## config.mk

```make
export PLATFORM = sky130hd
export DESIGN_NAME = lin_frame_data
export DESIGN_NICKNAME = d
export VERILOG_FILES = /design/src/rtl/lin_fd_pkg.sv /design/src/rtl/lin_fd_datapath.sv /design/src/rtl/lin_fd_control.sv /design/src/rtl/lin_frame_data.sv
export SDC_FILE = /design/constraint.sdc
export NUM_CORES = 1
export LEC_CHECK = 0
export BUFFER_PORTS_ARGS = -buffer_cell sky130_fd_sc_hd__buf_2
export CAP_MARGIN = 10
export CORE_MARGIN = 5
export CORE_UTILIZATION = 45
export DETAILED_ROUTE_END_ITERATION = 7
export PLACE_DENSITY_LB_ADDON = 0.08
export REMOVE_ABC_BUFFERS = 1
export SLEW_MARGIN = 20
export SYNTH_ARGS = -nofsm -noshare
export SYNTH_HDL_FRONTEND = slang
export SYNTH_SLANG_ARGS = --single-unit
```

## constraint.sdc

```tcl
create_clock -name clk -period 9.7 [get_ports clk]
set_clock_uncertainty 0.05 [all_clocks]
set_input_delay 0.97 -clock clk [delete_from_list [all_inputs] [get_ports clk]]
set_output_delay 0.97 -clock clk [all_outputs]
set_load 0.01 [all_outputs]
```

## src/rtl/lin_fd_pkg.sv

```systemverilog
package lin_fd_pkg;

  typedef enum logic [2:0] {
    ST_IDLE = 3'd0,
    ST_HDR  = 3'd1,
    ST_RX   = 3'd2,
    ST_TX   = 3'd3,
    ST_DONE = 3'd4
  } fdState_e;

  typedef enum logic [2:0] {
    CAUSE_NONE  = 3'd0,
    CAUSE_ID    = 3'd1,
    CAUSE_DONE  = 3'd2,
    CAUSE_ERR   = 3'd3,
    CAUSE_ABORT = 3'd4
  } irqCause_e;

  // strobes from control to datapath
  typedef struct packed {
    logic latchHdr;   // capture identifier, rewind pointer
    logic loadCfg;    // take length and seed checksum
    logic storeRaw;   // store byte with no length (frame not set up)
    logic storeRx;    // store data byte and accumulate
    logic advTx;      // accumulate sent byte and advance
  } dpCtl_t;

  function automatic logic [7:0] addCarry(input logic [7:0] a, input logic [7:0] b);
    logic [8:0] s;
    s = {1'b0, a} + {1'b0, b};
    return s[7:0] + {7'd0, s[8]};
  endfunction

endpackage

```

## src/rtl/lin_fd_datapath.sv

```systemverilog
module lin_fd_datapath
  import lin_fd_pkg::*;
#(
  parameter int DEPTH = 8,
  parameter int PTR_W = 3,
  parameter int LEN_W = 4
) (
  input  logic             clk,
  input  logic             rstN,
  input  dpCtl_t           ctl,
  input  logic [7:0]       hdrPid,
  input  logic [LEN_W-1:0] cfgLen,
  input  logic             cfgEnhanced,
  input  logic [7:0]       rxByte,
  input  logic             bufWr,
  input  logic [PTR_W-1:0] bufAddr,
  input  logic [7:0]       bufWdata,
  input  logic [PTR_W-1:0] rdAddr,
  output logic [7:0]       rdData,
  output logic [7:0]       txByte,
  output logic             atChecksum,
  output logic             sumOk
);

  logic [7:0]       bufQ [DEPTH];
  logic [LEN_W-1:0] ptrQ;
  logic [LEN_W-1:0] lenQ;
  logic [7:0]       sumQ;
  logic [7:0]       pidQ;
  logic [PTR_W-1:0] idx;
  logic             rxWrite;

  assign idx        = ptrQ[PTR_W-1:0];
  assign rxWrite    = ctl.storeRx | ctl.storeRaw;
  assign atChecksum = (ptrQ == lenQ);
  assign sumOk      = (rxByte == ~sumQ);
  assign txByte     = atChecksum ? ~sumQ : bufQ[idx];
  assign rdData     = bufQ[rdAddr];

  for (genvar i = 0; i < DEPTH; i++) begin : g_entry
    always_ff @(posedge clk or negedge rstN) begin
      if (!rstN) begin
        bufQ[i] <= 8'd0;
      end else if (rxWrite && idx == PTR_W'(i)) begin
        bufQ[i] <= rxByte;
      end else if (bufWr && bufAddr == PTR_W'(i)) begin
        bufQ[i] <= bufWdata;
      end
    end
  end

  always_ff @(posedge clk or negedge rstN) begin
    if (!rstN) begin
      ptrQ <= '0;
      lenQ <= '0;
      sumQ <= 8'd0;
      pidQ <= 8'd0;
    end else begin
      if (ctl.latchHdr) begin
        ptrQ <= '0;
        pidQ <= hdrPid;
      end else if (ctl.loadCfg) begin
        ptrQ <= '0;
        lenQ <= cfgLen;
        sumQ <= cfgEnhanced ? pidQ : 8'd0;
      end else if (ctl.storeRaw) begin
        ptrQ <= (int'(ptrQ) == DEPTH - 1) ? '0 : ptrQ + LEN_W'(1);
      end else if (ctl.storeRx) begin
        ptrQ <= ptrQ + LEN_W'(1);
        sumQ <= addCarry(sumQ, rxByte);
      end else if (ctl.advTx) begin
        ptrQ <= ptrQ + LEN_W'(1);
        sumQ <= addCarry(sumQ, txByte);
      end
    end
  end

  // data is never stored at or past the checksum position
  p_store_in_range_r4: assert property (@(posedge clk) disable iff (!rstN)
    ctl.storeRx |-> (ptrQ < lenQ));

  // length changes only on an accepted setting
  p_len_hold_r3: assert property (@(posedge clk) disable iff (!rstN)
    !ctl.loadCfg |=> $stable(lenQ));

endmodule

```

## src/rtl/lin_fd_control.sv

```systemverilog
module lin_fd_control
  import lin_fd_pkg::*;
#(
  parameter int DEPTH = 8,
  parameter int LEN_W = 4
) (
  input  logic             clk,
  input  logic             rstN,
  input  logic             hdrValid,
  input  logic             hdrParityOk,
  input  logic             busIdle,
  input  logic             cfgWr,
  input  logic [LEN_W-1:0] cfgLen,
  input  logic             cfgTx,
  input  logic             abortWr,
  input  logic             ignoreWr,
  input  logic             rxValid,
  input  logic             rxFrameErr,
  input  logic             txDone,
  input  logic             txBitErr,
  input  logic             atChecksum,
  input  logic             sumOk,
  output dpCtl_t           ctl,
  output logic             txReq,
  output logic             irq,
  output logic [2:0]       irqCause,
  output logic             abortPend,
  output logic             ignorePend,
  output logic             errFrame,
  output logic             errChecksum,
  output logic             errBit,
  output logic             errMisuse
);

  fdState_e  stQ, stN;
  irqCause_e cause;
  logic      abortQ, abortN;
  logic      ignQ, ignN;
  logic      lenOk, clrFlags;
  logic      setFr, setCk, setBt, setMu;
  logic      irqN;

  assign lenOk = (cfgLen != '0) && (int'(cfgLen) <= DEPTH);

  always_comb begin
    stN      = stQ;
    ctl      = '0;
    cause    = CAUSE_NONE;
    abortN   = abortQ;
    ignN     = ignQ;
    clrFlags = 1'b0;
    setFr    = 1'b0;
    setCk    = 1'b0;
    setBt    = 1'b0;
    setMu    = 1'b0;

    if (abortWr && stQ == ST_TX) abortN = 1'b1;
    if (ignoreWr && stQ != ST_IDLE) ignN = 1'b1;

    if (cfgWr) begin
      if (stQ == ST_HDR && lenOk) begin
        ctl.loadCfg = 1'b1;
        stN = cfgTx ? ST_TX : ST_RX;
      end else begin
        setMu = 1'b1;
      end
    end

    unique case (stQ)
      ST_HDR: begin
        if (rxValid && !rxFrameErr && !cfgWr) ctl.storeRaw = 1'b1;
      end
      ST_RX: begin
        if (rxValid) begin
          if (rxFrameErr) begin
            setFr = 1'b1;
            cause = CAUSE_ERR;
            stN   = ST_DONE;
          end else if (atChecksum) begin
            if (sumOk) begin
              cause = CAUSE_DONE;
            end else begin
              setCk = 1'b1;
              cause = CAUSE_ERR;
            end
            stN = ST_DONE;
          end else begin
            ctl.storeRx = 1'b1;
          end
        end
      end
      ST_TX: begin
        if (txDone) begin
          if (txBitErr) begin
            setBt = 1'b1;
            cause = CAUSE_ERR;
            stN   = ST_DONE;
          end else if (atChecksum) begin
            cause = CAUSE_DONE;
            stN   = ST_DONE;
          end else begin
            ctl.advTx = 1'b1;
            if (abortQ) begin
              cause = CAUSE_ABORT;
              stN   = ST_DONE;
            end
          end
        end
      end
      default: ;
    endcase

    if (busIdle && stQ != ST_IDLE) begin
      stN  = ST_IDLE;
      ignN = 1'b0;
    end

    if (hdrValid) begin
      ctl          = '0;
      ctl.latchHdr = 1'b1;
      clrFlags     = 1'b1;
      ignN         = 1'b0;
      setFr        = 1'b0;
      setCk        = 1'b0;
      setBt        = 1'b0;
      setMu        = 1'b0;
      if (hdrParityOk) begin
        stN   = ST_HDR;
        cause = CAUSE_ID;
      end else begin
        stN   = ST_IDLE;
        cause = CAUSE_NONE;
      end
    end

    if (stN != ST_TX) abortN = 1'b0;

    irqN = (cause != CAUSE_NONE) && (cause == CAUSE_ID || !ignQ);
  end

  always_ff @(posedge clk or negedge rstN) begin
    if (!rstN) begin
      stQ         <= ST_IDLE;
      abortQ      <= 1'b0;
      ignQ        <= 1'b0;
      irq         <= 1'b0;
      irqCause    <= 3'd0;
      errFrame    <= 1'b0;
      errChecksum <= 1'b0;
      errBit      <= 1'b0;
      errMisuse   <= 1'b0;
    end else begin
      stQ      <= stN;
      abortQ   <= abortN;
      ignQ     <= ignN;
      irq      <= irqN;
      irqCause <= irqN ? cause : CAUSE_NONE;
      if (clrFlags) begin
        errFrame    <= 1'b0;
        errChecksum <= 1'b0;
        errBit      <= 1'b0;
        errMisuse   <= 1'b0;
      end else begin
        errFrame    <= errFrame    | setFr;
        errChecksum <= errChecksum | setCk;
        errBit      <= errBit      | setBt;
        errMisuse   <= errMisuse   | setMu;
      end
    end
  end

  assign txReq      = (stQ == ST_TX);
  assign abortPend  = abortQ;
  assign ignorePend = ignQ;

  // the abort bit can only be held while a byte is being sent
  p_abort_only_tx_r8: assert property (@(posedge clk) disable iff (!rstN)
    abortPend |-> txReq);

  // the byte that honours an abort also clears it
  p_abort_clears_r7: assert property (@(posedge clk) disable iff (!rstN)
    (abortPend && txDone && !hdrValid) |=> !abortPend);

  // a request is not withdrawn before its byte completes
  p_txreq_held_r7: assert property (@(posedge clk) disable iff (!rstN)
    (txReq && !txDone && !hdrValid && !busIdle) |=> txReq);

  // an ignored frame stays silent
  p_ignore_quiet_r9: assert property (@(posedge clk) disable iff (!rstN)
    (ignorePend && !hdrValid) |=> !irq);

  // every interrupt names its cause
  p_irq_cause_r1: assert property (@(posedge clk) disable iff (!rstN)
    irq |-> (irqCause != 3'd0));

endmodule

```

## src/rtl/lin_frame_data.sv

```systemverilog
module lin_frame_data
  import lin_fd_pkg::*;
#(
  parameter  int DEPTH = 8,
  localparam int PTR_W = (DEPTH > 1) ? $clog2(DEPTH) : 1,
  localparam int LEN_W = $clog2(DEPTH + 1)
) (
  input  logic             clk,
  input  logic             rstN,
  input  logic             hdrValid,
  input  logic             hdrParityOk,
  input  logic [7:0]       hdrPid,
  input  logic             busIdle,
  input  logic             cfgWr,
  input  logic [LEN_W-1:0] cfgLen,
  input  logic             cfgEnhanced,
  input  logic             cfgTx,
  input  logic             abortWr,
  input  logic             ignoreWr,
  input  logic             bufWr,
  input  logic [PTR_W-1:0] bufAddr,
  input  logic [7:0]       bufWdata,
  input  logic [PTR_W-1:0] rdAddr,
  output logic [7:0]       rdData,
  input  logic             rxValid,
  input  logic [7:0]       rxByte,
  input  logic             rxFrameErr,
  output logic             txReq,
  output logic [7:0]       txByte,
  input  logic             txDone,
  input  logic             txBitErr,
  output logic             irq,
  output logic [2:0]       irqCause,
  output logic             abortPend,
  output logic             ignorePend,
  output logic             errFrame,
  output logic             errChecksum,
  output logic             errBit,
  output logic             errMisuse
);

  dpCtl_t ctl;
  logic   atChecksum;
  logic   sumOk;

  lin_fd_control #(.DEPTH(DEPTH), .LEN_W(LEN_W)) u_ctrl (
    .clk(clk), .rstN(rstN),
    .hdrValid(hdrValid), .hdrParityOk(hdrParityOk), .busIdle(busIdle),
    .cfgWr(cfgWr), .cfgLen(cfgLen), .cfgTx(cfgTx),
    .abortWr(abortWr), .ignoreWr(ignoreWr),
    .rxValid(rxValid), .rxFrameErr(rxFrameErr),
    .txDone(txDone), .txBitErr(txBitErr),
    .atChecksum(atChecksum), .sumOk(sumOk),
    .ctl(ctl), .txReq(txReq), .irq(irq), .irqCause(irqCause),
    .abortPend(abortPend), .ignorePend(ignorePend),
    .errFrame(errFrame), .errChecksum(errChecksum),
    .errBit(errBit), .errMisuse(errMisuse)
  );

  lin_fd_datapath #(.DEPTH(DEPTH), .PTR_W(PTR_W), .LEN_W(LEN_W)) u_dp (
    .clk(clk), .rstN(rstN), .ctl(ctl),
    .hdrPid(hdrPid), .cfgLen(cfgLen), .cfgEnhanced(cfgEnhanced),
    .rxByte(rxByte),
    .bufWr(bufWr), .bufAddr(bufAddr), .bufWdata(bufWdata),
    .rdAddr(rdAddr), .rdData(rdData),
    .txByte(txByte), .atChecksum(atChecksum), .sumOk(sumOk)
  );

endmodule

```

### Word level (Yosys, flattened, before mapping)

Cells that the tools add are included.

* $add $sub $neg: 5
* magnitude comparators: 3
* equal/unequal tests: 23
* mux-type cells: 98
* bitwise operators: 9
* reductions and logical operators: 47

Operators by type and width (number)
* $mux W8: 26
* $mux W3: 19
* $bmux W8 S3: 2
* $mux W1: 41
* $eq A3 B3 Y1 const B: 8
* $logic_and A1 B1 Y1: 24
* $mux W4: 6
* $add A8 B8 Y9: 2
* $eq A3 B2 Y1 const B: 6
* $reduce_bool A2 Y1: 9
* $add A8 B1 Y8: 2
* $eq A3 B1 Y1 const B: 4
* $pmux W3 S2: 2
* $reduce_bool A3 Y1: 4
* $eq A8 B8 Y1: 1
* $ge A4 B4 Y1 const B: 2
* $not A3 Y4: 2
* $not A8 Y8: 1
* $logic_not A3 Y1: 2
* $mux W5: 1
* $or A1 B1 Y1: 5
* $reduce_bool A5 Y1: 1
* $add A4 B1 Y4 const B: 1
* $eq A4 B4 Y1: 1
* 11 further kinds: 13

* flip-flop bits (word level): 101
* output and inout bits: 27
* logic and storage cells: 206

### Longest topological paths before layout

* word-level depth: 14
* mapped depth: 22
* mapped depth without buffers: 20

### Cells and area by module

From an unflattened synthesis, not the netlist that was laid out.

* cells, all modules: 741
* area total of the unflattened synthesis: 7243.2 um^2

By module, submodules not included
* lin_fd_datapath: times used 1, cells an instance 666, area each 6444.9 um^2, sequential area each 2202.1 um^2
* lin_fd_control: times used 1, cells an instance 75, area each 798.3 um^2, sequential area each 325.3 um^2

### Worst setup path before layout

OpenSTA, ideal clock, no wires.

* path type: reg2reg
* from: reg u_dp.ptrQ[0]
* to: reg u_dp.sumQ[7]
* setup time: 0.126 ns
* data arrival time: 4.519 ns
* required time: 9.524 ns
* setup slack: 5.005 ns
* stages on the path, launching flop included: 22
* buffers on the path: 2
* cell sequence: dfrtp_1 > buf_2 > clkbuf_1 > mux4_2 > nand2_1 > and3_1 > a21oi_1 > ha_1 > inv_1 > fa_1 > nor2b_1 > o31a_1 > o221ai_1 > nand2b_1 > a21o_1 > ha_1 > nand3_1 > nor3_1 > nand2_1 > or2_2 > xnor3_1 > a221o_1

* cells in the longest elaborated chain, start to end: 11
* elaborated cells on any way between the ends: 22

RTL lines
* from (decl): line lin_fd_datapath.sv:26 `logic [LEN_W-1:0] ptrQ;`
* from (signal assigned): line lin_fd_datapath.sv:67 `ptrQ <= (int'(ptrQ) == DEPTH - 1) ? '0 : ptrQ + LEN_W'(1);`
* from (signal assigned): line lin_fd_datapath.sv:69 `ptrQ <= ptrQ + LEN_W'(1);`
* from (signal assigned): line lin_fd_datapath.sv:72 `ptrQ <= ptrQ + LEN_W'(1);`
* $not A3 Y4 (not written as such): line lin_fd_datapath.sv:37 `assign txByte = atChecksum ? ~sumQ : bufQ[idx];`
* $bmux W8 S3: line lin_fd_datapath.sv:37
* $mux W8 (not written as such) (2 in a row): line lin_fd_datapath.sv:37
* $mux W8 *: line lin_fd_datapath.sv:37
* net txByte[0]: line lin_frame_data.sv:29 `output logic [7:0] txByte,`
* $add A8 B8 Y9 *: line lin_fd_pkg.sv:30 `s = {1'b0, a} + {1'b0, b};`
* $add A8 B1 Y8 *: line lin_fd_pkg.sv:31 `return s[7:0] + {7'd0, s[8]};`
* $mux W8 *: line lin_fd_datapath.sv:71 `end else if (ctl.advTx) begin`
* $mux W8 *: line lin_fd_datapath.sv:68 `end else if (ctl.storeRx) begin`
* $mux W8 *: line lin_fd_datapath.sv:66 `end else if (ctl.storeRaw) begin`
* $mux W8 *: line lin_fd_datapath.sv:62 `end else if (ctl.loadCfg) begin`
* to (signal assigned): line lin_fd_datapath.sv:65 `sumQ <= cfgEnhanced ? pidQ : 8'd0;`
* to (signal assigned): line lin_fd_datapath.sv:70 `sumQ <= addCarry(sumQ, rxByte);`
* to (signal assigned): line lin_fd_datapath.sv:73 `sumQ <= addCarry(sumQ, txByte);`
* to (decl): line lin_fd_datapath.sv:28 `logic [7:0] sumQ;`

The timed path passes the listed nets; every way through them passes the cells marked *. The select of a mux whose other input is x is not followed.
A chain may end at the register's enable or synchronous reset.

### Final worst setup path

* from: reg u_dp.ptrQ[1]
* to: reg u_dp.sumQ[7]

* cells in the longest elaborated chain, start to end: 11
* elaborated cells on any way between the ends: 22

RTL lines (line)
* $not A3 Y4 (not written as such): lin_fd_datapath.sv:37
* $bmux W8 S3: lin_fd_datapath.sv:37
* $mux W8 (not written as such) (2 in a row): lin_fd_datapath.sv:37
* $mux W8: lin_fd_datapath.sv:37
* $add A8 B8 Y9: lin_fd_pkg.sv:30
* $add A8 B1 Y8: lin_fd_pkg.sv:31
* $mux W8: lin_fd_datapath.sv:71
* $mux W8: lin_fd_datapath.sv:68
* $mux W8: lin_fd_datapath.sv:66
* $mux W8: lin_fd_datapath.sv:62

Several ways; a longest one is shown, not always the timed one. The select of a mux whose other input is x is not followed.

==> impl_metrics.yaml <==
outcome:
  run_status: "complete, no violations"
placed_design:
  place_ws_ns: 4.74
  place.gp.congestion: 0.876
  dp_hpwl_um: 14400
  placed_area_mm2: 0.00735
  portBuffers: 75
  dp.cells: 924
timing:
  slew_violations: 0
  fin_ws_ns: 4.68
  fmax_mhz: 199
  hold_violations: 0
  worstMarginPinSlew_ns: 1.06
  final.min_clock_period_ns: 5.02
  rsz0062_at_grt: "no"
  post-route-period-util_pct: 51.8
  setup_viol: 0
  max_slew_margin_pct: 29.6
  setup_tns_ns: 0
floorplan:
  core_mm2: 0.0151
  die_w_um: 134
  die_h_um: 134
  placementRows: 45
  initial_utilization_pct: 45.7
  dieArea_mm2: 0.0179
  ioPinCount: 76
grt:
  grt_pass1_vias: 5822
  grt_max_degree: 81
  track_usage_pct: 23.4
  grt_overflow: 0
  grt_pass1_wl_um: 32200
  antenna_found_initial: 0
power_and_ir_drop:
  worst_ir_drop_vdd_mv: 0.108
  powerDensity_mw_per_mm2: 220
  leakagePower_nw: 3.48
routing:
  routed_wl_um: 20200
  drt_pass1_iterations: 5
  via_per_inst: 5.96
  ant_nets: 0
  vias: 5605
  wl_per_cell_um: 21.5
  drcViolationCount: 0
  drt-initial-drc-count: 349
hold_path:
  min-delay-path-class: "primary input to asynchronous set/reset pin"
worst_setup_path:
  end_kind: "flip-flop"
  cp_data_arrival_time_ns: 5.21
  r2r-start: "u_dp.ptrQ[1]"
  required_ns: 9.89
  regToRegEndpoint: "u_dp.sumQ[7]"
  start_kind: "flip-flop"
  crit_fanout: 21
  ff2ff_path_depth: 19
  critPathKind: "flip-flop to flip-flop"
  r2r_slack_ns: 4.68
synth:
  synth-seq-cells: 101
  synth_cells: 706
  synth_area_per_cell_um2: 9.76
  synth_cell_type_count: 51
  netlist_area_mm2: 0.00689
  synth_edf_count: 0
  seq_area_frac_synth_pct: 36.7
  synth_warnings: 0
  ys.flop_type: "dfrtp_1"
  synth-async-reset-ratio_pct: 100
clock_tree:
  cts_made_buffers: 9
  cts_hold_buf: 0
  insertion_delay_ns: 0.36
  clk_pin_slew_worst_paths_ns: 0.07
  clock_path_buffers: 2
  cts.root.buffer_cell: "clkbuf_16"
  cts-resized-gates: 0
  cts.sinks: 101
  cts_tree: "done"
  post_cts_buffers: 0
  htreeDepth: 3
flow_run:
  max_cap_viol_count: 0
final_layout:
  nNetsFinal: 824
  seqCellArea_mm2: 0.00253
  layout_common_cells: "dfrtp_1, nor2_1, a21oi_1"
  finish.instance_area_mm2: 0.00766
  diodes: 0
  fin_cells: 940
  drive_gt1_share_pct: 21.0
  final_common_cell: "dfrtp_1"
  syn2layout_area_growth_pct: 11.1
  fillers: 1399
  multiInputGateArea_mm2: 0.00409
## how the worst max path moves through the flow
stage	startpoint	to
final	u_dp.ptrQ[1]	u_dp.sumQ[7]
after global routing	u_dp.ptrQ[1]	u_dp.sumQ[7]
after CTS	u_dp.ptrQ[1]	u_dp.sumQ[7]
after detailed placement	u_dp.ptrQ[1]	u_dp.sumQ[7]
after global placement	u_dp.ptrQ[1]	u_dp.sumQ[7]
after floorplan	u_dp.ptrQ[0]	u_dp.sumQ[7]
## through the flow
step / power [mW] / hold WS, ns / utilization (%)
2_1_floorplan: 1.10 / 0.423 / -
3_3_place_gp: 1.31 / 0.431 / 48.7
3_5_place_dp: 1.32 / 0.442 / 48.7
4_1_cts: 1.69 / 0.444 / 50.7
5_1_grt: 1.81 / 0.451 / 50.7
6_report: 1.68 / 0.447 / 50.7
## layout make-up
cell class,count,share of cell area (%)
Tap cell,188,3.07
Sequential cell,101,33.0
Inverter,14,0.686
Multi-Input combinational cell,538,53.5
Timing Repair Buffer,83,5.77
Clock inverter,5,0.686
Clock buffer,11,3.30
## Yosys cell counts, types with 4 or more instances
cell / count / area share (%)
mux2_2: 20 / 3.3
nand4_1: 5 / 0.45
nor3b_1: 4 / 0.44
nor3_1: 12 / 0.87
a21oi_1: 94 / 6.8
ha_1: 26 / 4.7
a211oi_1: 7 / 0.76
o21ai_0: 19 / 1.4
nand2_1: 39 / 2.1
xnor2_1: 12 / 1.5
nand3_1: 18 / 1.3
xor2_1: 5 / 0.64
dfrtp_1: 101 / 37
clkbuf_1: 16 / 0.87
mux2i_1: 67 / 9.7
inv_1: 14 / 0.76
and3_1: 9 / 0.82
mux4_2: 32 / 10
clkbuf_2: 5 / 0.36
nand4b_1: 4 / 0.51
nand2b_1: 6 / 0.54
nor4_1: 4 / 0.36
o21a_1: 4 / 0.44
buf_2: 11 / 0.80
nor2_1: 97 / 5.3
buf_1: 21 / 1.1
nor2b_1: 4 / 0.36
a21o_1: 6 / 0.65
## kinds of logic (layout without fill, tap and decap cells)
group           after synthesis  count (layout)  share of synthesized area (%)
compound gates              150             150                           12.6
fa+ha+maj                    28              28                           5.30
simple gates                222             222                           15.3
mux                         119             119                           23.5
xor+xnor                     19              19                           2.81
flops                       101             101                           36.7
buf+inv                      67             113                           3.94
## power by group
group | internal (mW) | switching [mW] | total [mW] | leakage (nW)
clock | 0.194 | 0.175 | 0.369 | 0.147
sequential | 0.507 | 0.0824 | 0.589 | 1.24
combinational | 0.346 | 0.380 | 0.727 | 2.09
total | 1.05 | 0.637 | 1.68 | 3.48
## worst max-delay path: stages, from the launching register on
cell and delay (ns):
dfrtp_1 1.04, xnor2_1 0.22, nand4_1 0.33, and3_1 0.28, a21oi_1 0.17, ha_1 0.22, inv_1 0.07, fa_1 0.43
nor2b_1 0.17, o31a_1 0.18, o221ai_1 0.18, nand2b_1 0.11, a21o_1 0.12, ha_1 0.17, nand3_1 0.11, nor3_1 0.15
nand2_1 0.10, or2_2 0.32, xnor3_1 0.18, a221o_1 0.29
## registers in the layout, summed over array words and instances (netlist names), 3 cells and up
name             cells
u_dp.bufQ           64
u_dp.pidQ            8
u_dp.sumQ            8
u_dp.lenQ            4
u_dp.ptrQ            4
u_ctrl.irqCause      3
u_ctrl.stQ           3
## layer usage
| layer | vias to the layer above | wire length (um) | track usage, % |
|---|---|---|---|
| li1 | 2651 | - | - |
| met1 | 2781 | 8970 | 30.8 |
| met2 | 137 | 9900 | 39.5 |
| met3 | 36 | 846 | 4.38 |
| met4 | 0 | 500 | 7.14 |
| met5 | - | 0 | 0 |
(Power assumes the default switching activity.)
